### config.mk
export PLATFORM = sky130hd
export DESIGN_NAME = cfg_stream_parser
export DESIGN_NICKNAME = d
export VERILOG_FILES = /design/src/rtl/cfg_stream_parser.sv
export SDC_FILE = /design/constraint.sdc
export NUM_CORES = 1
export LEC_CHECK = 0
export BUFFER_PORTS_ARGS = -buffer_cell sky130_fd_sc_hd__buf_2
export CORE_MARGIN = 2
export CORE_UTILIZATION = 50
export DETAILED_ROUTE_END_ITERATION = 7
export PLACE_DENSITY = 0.76
export SLEW_MARGIN = 20
export SYNTH_ARGS = -nofsm -noshare
export SYNTH_HDL_FRONTEND = slang
export SYNTH_SLANG_ARGS = --single-unit
### constraint.sdc
create_clock -name clk -period 2.8 [get_ports clk]
set_input_delay 0.56 -clock clk [delete_from_list [all_inputs] [get_ports clk]]
set_output_delay 0.56 -clock clk [all_outputs]
set_load 0.02 [all_outputs]
### src/rtl/cfg_stream_parser.sv
module cfg_stream_parser #(
  parameter int CNTW = 27
) (
  input  logic        clk,
  input  logic        rst_n,
  input  logic [31:0] word_i,
  input  logic        word_vld_i,
  output logic        in_reconf_o,
  output logic        sel_stb_o,
  output logic [7:0]  sel_region_o,
  output logic [7:0]  sel_module_o,
  output logic        payload_o,
  output logic        end_stb_o,
  output logic        err_o
);
  localparam logic [31:0] W_SYNC  = 32'hAA995566;
  localparam logic [31:0] W_NOP   = 32'h20000000;
  localparam logic [31:0] H_ADDR  = 32'h30002001;
  localparam logic [31:0] H_CMD   = 32'h30008001;
  localparam logic [31:0] H_DATA  = 32'h30004000;
  localparam logic [31:0] C_WCFG  = 32'h00000001;
  localparam logic [31:0] C_DSYNC = 32'h0000000D;
  localparam logic [4:0]  T2_TAG  = 5'b01010;

  typedef enum logic [2:0] {S_OFF, S_HDR, S_ADDR, S_CMD, S_CNT, S_PAY} st_t;

  st_t             st;
  logic [CNTW-1:0] left;
  logic [CNTW-1:0] cnt_in;

  assign cnt_in      = word_i[CNTW-1:0];
  assign in_reconf_o = (st != S_OFF);
  assign payload_o   = (st == S_PAY);

  always_ff @(posedge clk) begin
    if (!rst_n) begin
      st           <= S_OFF;
      left         <= '0;
      sel_stb_o    <= 1'b0;
      end_stb_o    <= 1'b0;
      sel_region_o <= '0;
      sel_module_o <= '0;
      err_o        <= 1'b0;
    end else begin
      sel_stb_o <= 1'b0;
      end_stb_o <= 1'b0;
      if (word_vld_i) begin
        case (st)
          S_OFF: if (word_i == W_SYNC) st <= S_HDR;
          S_HDR: begin
            if      (word_i == H_ADDR) st <= S_ADDR;
            else if (word_i == H_CMD)  st <= S_CMD;
            else if (word_i == H_DATA) st <= S_CNT;
            else if (word_i != W_NOP)  err_o <= 1'b1;
          end
          S_ADDR: begin
            sel_region_o <= word_i[31:24];
            sel_module_o <= word_i[23:16];
            sel_stb_o    <= 1'b1;
            st           <= S_HDR;
          end
          S_CMD: begin
            if (word_i == C_DSYNC) begin
              end_stb_o <= 1'b1;
              st        <= S_OFF;
            end else begin
              if (word_i != C_WCFG) err_o <= 1'b1;
              st <= S_HDR;
            end
          end
          S_CNT: begin
            if (word_i[31:27] == T2_TAG) begin
              left <= cnt_in;
              st   <= (cnt_in == '0) ? S_HDR : S_PAY;
            end else begin
              err_o <= 1'b1;
              st    <= S_HDR;
            end
          end
          S_PAY: begin
            left <= left - 1'b1;
            if (left == {{(CNTW-1){1'b0}}, 1'b1}) st <= S_HDR;
          end
          default: st <= S_OFF;
        endcase
      end
    end
  end
endmodule

==> results of run 1 <==
power breakdown:
group          internal, mW  leakage (nW)  total (mW)   switching, mW
logic                0.0409         0.856       0.105          0.0639
registers             0.696         0.394       0.696  0.000000000488
clock network         0.178        0.0445       0.440           0.263
total                 0.915          1.29        1.24           0.326
cells in the mapped netlist, drive strengths merged (6+ instances only):
cell    instances
nand2          55
dfxtp          49
nor2           42
o21ai          29
a21oi          27
clkbuf         23
a21boi         20
nor3           13
nor4           12
nand3          10
a31oi           9
nand4           7
o221a           6
or3             6
sequential cells by signal, indices dropped and copies added, names as in the netlist:
signal        cells
end_stb_o         1
err_o             1
left             27
sel_module_o      8
sel_region_o      8
sel_stb_o         1
st                3
area by class of cell:
cell class              count  area [µm²]  area share (%)
inverters                   4       15.01          0.4478
clock inverters             3       21.27          0.6343
repair buffers             62       327.8           9.776
clock buffers               5       68.82           2.052
well taps                  72       90.09           2.687
flip-flops and latches     49       980.9           29.25
multi-input cells         311        1849           55.15
logic make-up after synthesis:
| kind of cell | share of synthesized area, % |
|---|---|
| adder cells (fa/ha/maj) | 0.8517 |
| AO/OA/AOI/OAI | 27.64 |
| flip-flops | 33.39 |
| AND/OR/NAND/NOR | 32.37 |
| buffers and inverters | 3.833 |
| multiplexers | 0.7240 |
| XOR/XNOR | 1.193 |
metrics by stage:
step	setup WS, ns	instance area (µm²)	hold WS [ns]	util, %	total power [mW]
floorplan	0.5682	2938	0.4402	-	0.7551
global placement	0.2870	3263	0.4466	58.54	0.8140
detailed placement	0.2030	3263	0.4500	58.54	0.8145
CTS	0.3854	3353	0.4689	60.16	1.246
global route	0.2789	3353	0.4868	60.16	1.288
finish	0.3830	3353	0.4655	60.16	1.242
final timing paths:
kind / end / slack [ns] / depth (start not counted)
min: sel_region_o[3] / 0.47 / 2
max reg2reg: left[21] / 0.38 / 6
max: left[21] / 0.38 / 6
min reg2reg: sel_region_o[3] / 0.47 / 2
layer usage:
metal,GRT usage [%],share of wire (%)
met5,0,0
met4,11.86,2.8
met3,6.067,7.3
met2,43.67,45
met1,38.23,44
critical path, stage by stage (launching register included):
cell and delay, ns:
dfxtp_1 0.36, nor4_2 0.45, nand4_1 0.25, or2_1 0.37, or4_4 0.44, o22a_1 0.20, o221a_1 0.23
==> impl_metrics.toml, run 1 <==
[outcome]
status = "finished clean"

[synthesis]
syn_area_per_cell_um2 = 7.572
ys_seq_area_share_pct = 33.39
synth_cells = 388
yosysTopAreaCell = "dfxtp_1"
async_flop_share_pct = 0
yosysWarnings = 0
netlist-cell-type-count = 60
ys_top_cells_by_area = "dfxtp_1, nand2_1, nor2_1"
ys.flop_type = "dfxtp_1"
synth.cell_area_um2 = 2938
synth_seq_cells = 49
synth_edf_count = 0
syn_nets = 425
yosysTopAreaCellShare_pct = 33.39

[run]
max_cap_viol_count = 0

[floorplanning]
die_h_um = 80.65
die_w_um = 80.65
num_rows = 27
dieArea_um2 = 6504
coreArea_um2 = 5574
pin_count = 56
start_util_pct = 52.70

[global_route]
grt_max_degree = 34
grt_pass1_wl_um = 14530
gr-total-overflow = 0
grt_pass1_vias = 2979
antenna_found_initial = 0
grt_usage_pct = 28.36

[drt]
post_drt_wl_per_cell_um = 17.20
via_per_inst = 6.354
ant_nets = 0
num_vias = 3215
first_iter_violations = 238
drt_drc_violations_left = 0
wl_um = 8705
firstDrtPassIters = 4

[cells_and_area]
area_growth_pct = 14.14
drive_above_1_share_pct = 20.28
stdcell_count = 506
fillerInstances = 553
diodes = 0
mostFrequentLayoutCells = "buf_2, nand2_1, dfxtp_1"
final_net_count = 470
final_common_cell = "buf_2"

[pwr]
cellLeakagePower_nw = 1.295
p_per_area_nw_per_um2 = 370.3
ir_worst_vdd_v = 0.0002134

[clocking]
root_buffer = "clkbuf_8"
clk_latency_ns = 0.31
clk_pin_slew_worst_paths_ns = 0.10
clk_path_buf_depth = 2
postCtsSetupRepairBufs = 0
cts_tree = "built"
cts.sinks = 49
cts_resized = 0
cts_hold_buf = 0
cts_made_buffers = 5
htree_levels = 2

[setup_path]
cp.required_ns = 3.01
regToRegStartpoint = "left[11]"
cp-start-kind = "flip-flop"
cp_max_fo = 7
crit_path_start = "left[11]"
endpoint_kind = "flip-flop"
crit_type = "flip-flop to flip-flop"
critPathArrivalTime_ns = 2.62

[sta]
rsz0062_at_grt = "false"
setup_viol = 0
finalMaxSlewViolations = 0
period_share_pct = 86.32
min_period_ns = 2.417
fin_skew_ns = 0.004772
finalSetupTns_ns = 0
fmax_mhz = 413.7
relSlewSlack_pct = 57.93
max_slew.worst_pin.slew_ns = 0.6293
hold_viol_final = 0

[hold_path]
holdCritStartpoint = "sel_region_o[3]"
hold_class = "flip-flop to flip-flop"

[placement]
globalplace.congestion = 0.9230
dp.cells = 498
portBuffers = 55
dp.final_hpwl_um = 6249
(Power assumes the default switching activity.)
==> run 2, diff against run 1 <==
- ABC_AREA: unset -> 1
- CORE_MARGIN: 2 -> unset
- PLACE_DENSITY: 0.76 -> 0.75
==> impl_metrics.toml, run 2 <==
[cells_and_area]
final_net_count = 629
fillerInstances = 664
diodes = 0
multiInputGateArea_um2 = 2093
final_common_cell = "nor2_1"
top_register = "left"
drive_above_1_share_pct = 21.08
ff_latch_area_um2 = 980.9
largest_reg_flops = 27
area_growth_pct = 10.55
mostFrequentLayoutCells = "nor2_1, nand2_1, buf_2"
top_regs = "left (27), sel_module_o (8), sel_region_o (8)"
finish.utilization_pct = 58.49
final_area_um2 = 3777

[clocking]
cts_hold_buf = 0
htree_levels = 2
cts_made_buffers = 5
postCtsSetupRepairBufs = 0
clk_pin_slew_worst_paths_ns = 0.10
clk_latency_ns = 0.32
cts_tree = "built"
cts_resized = 0
cts.sinks = 49
root_buffer = "clkbuf_8"
clk_path_buf_depth = 2

[drt]
drt_drc_violations_left = 0
wl_um = 9234
post_drt_wl_per_cell_um = 13.78
met1_length_um = 4408
num_vias = 3577
routed-wl-met2_um = 4210
ant_nets = 0
firstDrtPassIters = 7
via_per_inst = 5.339
wl_met3_um = 495
top_layer = "met4"
first_iter_violations = 215

[synthesis]
yosysTopAreaCellShare_pct = 28.71
yosysTopAreaCell = "dfxtp_1"
synth.cell_area_um2 = 3417
ys_top_cells_by_count = "nor2_1, nand2_1, dfxtp_1"
ys.flop_type = "dfxtp_1"
synth_seq_cells = 49
ys_seq_area_share_pct = 28.71
async_flop_share_pct = 0
syn_area_per_cell_um2 = 6.316
synth_cells = 541
synth_edf_count = 0
synth_most_common_cell = "nor2_1"
syn_nets = 578
yosysWarnings = 0
ys_top_cells_by_area = "dfxtp_1, nor2_1, nand2_1"
netlist-cell-type-count = 34

[setup_path]
path_buf_inv = 2
endpoint_kind = "primary output"
slowest_stage = "dfxtp_1"
cp_max_fo = 17
critPathArrivalTime_ns = 1.88
crit_type = "flip-flop to primary output"
crit_family = "flip-flops"
cp_slowest_stage_delay_ns = 0.89
cp.required_ns = 2.24
cp-start-kind = "flip-flop"
crit_chain = "nand3_1 > inv_1 > buf_2"
r2r_slack_ns = 0.55

[run]
max_cap_viol_count = 0

[sta]
finalMaxSlewViolations = 0
fin_skew_ns = 0.008448
max_slew.worst_pin.slew_ns = 1.059
relSlewSlack_pct = 29.33
hold-worst-slack_ns = 0.4520
setup_viol = 0
min_period_ns = 2.438
rsz0062_at_grt = "false"
hold_viol_final = 0
period_share_pct = 87.07
fmax_mhz = 410.2
finalSetupTns_ns = 0

[global_route]
gr-total-overflow = 0
grt_pass1_wl_um = 15450
grt_usage_pct = 26.83
grt_max_degree = 25
antenna_found_initial = 0
grt_pass1_vias = 3332

[floorplanning]
start_util_pct = 52.91
die_h_um = 84.67
num_rows = 29
coreArea_um2 = 6459
pin_count = 56
die_w_um = 84.67
dieArea_um2 = 7169

[pwr]
ir_worst_vdd_v = 0.0004010
p_per_area_nw_per_um2 = 750.3
power_mw = 2.834
cellLeakagePower_nw = 1.716

[placement]
portBuffers = 55
globalplace.congestion = 0.8868
dp.final_hpwl_um = 7024
dpl_cell_area_um2 = 3682

[outcome]
status = "finished clean"

[hold_path]
hold_class = "flip-flop to flip-flop"
## run 2: report_power, final
part | total (mW) | internal (mW) | switching (mW) | leakage, nW
Combinational | 1.45 | 0.501 | 0.952 | 1.27
Sequential | 0.917 | 0.793 | 0.124 | 0.396
Clock | 0.464 | 0.186 | 0.277 | 0.0495
Total | 2.83 | 1.48 | 1.35 | 1.72
## run 2: per-layer routing
| layer | global-route usage (%) | vias to the layer above |
|---|---|---|
| li1 | - | 1852 |
| met4 | 7.550 | 0 |
| met1 | 36.61 | 1612 |
| met2 | 43.98 | 100 |
| met3 | 4.130 | 13 |
| met5 | 0 | - |
## run 2: worst paths after layout
check | startpoint | to | cells past startpoint
setup / recovery | st[0] | payload_o | 3
hold / removal | err_o | err_o | 2
setup reg to reg | st[0] | left[22] | 7
hold reg to reg | err_o | err_o | 2
## run 2: final cells by class
cell class / count / area share (%)
clock inverter: 3 / 0.6956
multi-input combinational: 425 / 55.42
timing repair buffer: 62 / 8.678
tap: 77 / 2.551
inverter: 49 / 4.869
sequential: 49 / 25.97
clock buffer: 5 / 1.822
## run 2: stage by stage
step,std cells,setup slack (ns)
finish,670,0.3621
global route,670,0.3038
CTS,670,0.3954
detailed placement,662,0.5855
global placement,662,0.6459
floorplan,541,1.249
## run 2: kinds of logic after synthesis
logic type	count (synthesis)	share of synthesized area [%]
AOI/OAI and AO/OA	108	19.30
buffers and inverters	67	10.03
adders and majority gates	2	0.7322
and+or+nand+nor	306	38.92
xor gates and xnor gates	9	2.307
DFF	49	28.71
## run 2: worst min-delay path, cell delays in order, from the launching register on
cell and delay, ns:
dfxtp_1 0.32, inv_1 0.04, a21oi_1 0.05
==> run 3, diff against run 2 <==
- CORE_MARGIN: unset -> 4
==> impl_metrics.toml, run 3 (synthesis gave the netlist of run 2 again) <==
[outcome]
status = "finished clean"

[floorplanning]
coreArea_um2 = 6495
pin_count = 56
num_rows = 29
die_w_um = 90.67
start_util_pct = 52.61
die_h_um = 90.67
dieArea_um2 = 8221

[clocking]
cts.sinks = 49
clk_pin_slew_worst_paths_ns = 0.10
clk_path_buf_depth = 2
cts_made_buffers = 5
cts_hold_buf = 0
root_buffer = "clkbuf_8"
postCtsSetupRepairBufs = 0
clk_latency_ns = 0.31
htree_levels = 2
cts_tree = "built"
cts_resized = 0

[sta]
fmax_mhz = 420.7
finalMaxSlewViolations = 0
relSlewSlack_pct = 45.42
period_share_pct = 84.90
setup_viol = 0
hold_viol_final = 0
finalSetupTns_ns = 0
min_period_ns = 2.377
max_slew.worst_pin.slew_ns = 0.8176
fin_skew_ns = 0.006242
rsz0062_at_grt = "false"

[pwr]
power_frac_seq_pct = 30.5
sw_frac_of_total_pct = 45.22
p_int_mw = 1.652
power_mw = 3.016
cellLeakagePower_nw = 1.739
switchingPower_mw = 1.364
clockPowerShare_pct = 20.5
ir_worst_vdd_v = 0.0003072
p_comb_share_pct = 49.0
p_per_area_nw_per_um2 = 788.8

[global_route]
antenna_found_initial = 0
grt_pass1_vias = 3477
grt_usage_pct = 23.72
grt_pass1_wl_um = 16310
gr-total-overflow = 0
grt_max_degree = 25

[hold_path]
whs_path_depth = 2
holdCritStartpoint = "err_o"
hold_class = "flip-flop to flip-flop"
holdPathEnd = "err_o"

[drt]
via_per_inst = 5.590
drt_drc_violations_left = 0
ant_nets = 0
post_drt_wl_per_cell_um = 14.57
firstDrtPassIters = 5
num_vias = 3751
wl_um = 9777
first_iter_violations = 347

[cells_and_area]
largest_reg_flops = 27
area_growth_pct = 11.90
final_net_count = 630
top_register = "left"
top_regs = "left (27), sel_module_o (8), sel_region_o (8)"
diodes = 0
final_common_cell = "nor2_1"
drive_above_1_share_pct = 21.21
mostFrequentLayoutCells = "nor2_1, nand2_1, buf_2"

[setup_path]
r2r_slack_ns = 0.63
crit_type = "flip-flop to primary output"
rr_endpoint = "st[0]"
crit_path_start = "st[0]"
endpoint_kind = "primary output"
regToRegStartpoint = "st[0]"
cp-start-kind = "flip-flop"
cp.required_ns = 2.24
cp_max_fo = 17
critPathArrivalTime_ns = 1.82
r2r_cells = 11

[run]
max_cap_viol_count = 0

[placement]
globalplace.congestion = 0.9327
portBuffers = 55
dp.final_hpwl_um = 7578
==> run 3: metal layers <==
metal  GRT usage, %  wire [µm]  up-vias
met3          4.833        726       24
li1               -          -     1844
met4          6.760        248        0
met5              0          0        -
met1          32.03       4381     1713
met2          38.11       4421      170
==> run 3: area by class of cell <==
class / instances / area [µm²]
repair buffers: 63 / 335.3
multi-input cells: 425 / 2093
fillers: 633 / 2671
inverters: 49 / 183.9
clock buffers: 5 / 68.82
flip-flops and latches: 49 / 980.9
well taps: 77 / 96.34
clock inverters: 3 / 65.06
==> run 3: power by group through the flow <==
stage               Clock, mW  Sequential, mW  Combinational, mW
floorplan                   0           0.928               1.13
global placement            0           0.928               1.42
detailed placement          0           0.930               1.45
CTS                     0.622           0.915               1.46
global route            0.651           0.930               1.65
finish                  0.619           0.919               1.48
==> run 3: worst max path at each step <==
| stage | end | slack [ns] | cells after the start |
|---|---|---|---|
| floorplan | left[3] | 1.25 | 8 |
| global placement | left[9] | 0.74 | 9 |
| detailed placement | left[9] | 0.69 | 9 |
| CTS | payload_o | 0.46 | 3 |
| global route | payload_o | 0.32 | 3 |
| finish | payload_o | 0.42 | 3 |
==> run 3: critical path: stages (launching register included) <==
cell     delay (ns)
dfxtp_1        0.87
nand3_1        0.21
inv_1          0.22
buf_2          0.21
==> run 3: through the flow <==
stage | setup WS (ns) | utilization, % | hold slack [ns] | area, µm² | instances
2_1_floorplan | 1.249 | - | 0.4639 | 3417 | 541
3_3_place_gp | 0.7380 | 56.81 | 0.4372 | 3690 | 663
3_5_place_dp | 0.6919 | 56.81 | 0.4413 | 3690 | 663
4_1_cts | 0.4556 | 58.87 | 0.4558 | 3824 | 671
5_1_grt | 0.3152 | 58.87 | 0.4877 | 3824 | 671
6_report | 0.4228 | 58.87 | 0.4537 | 3824 | 671
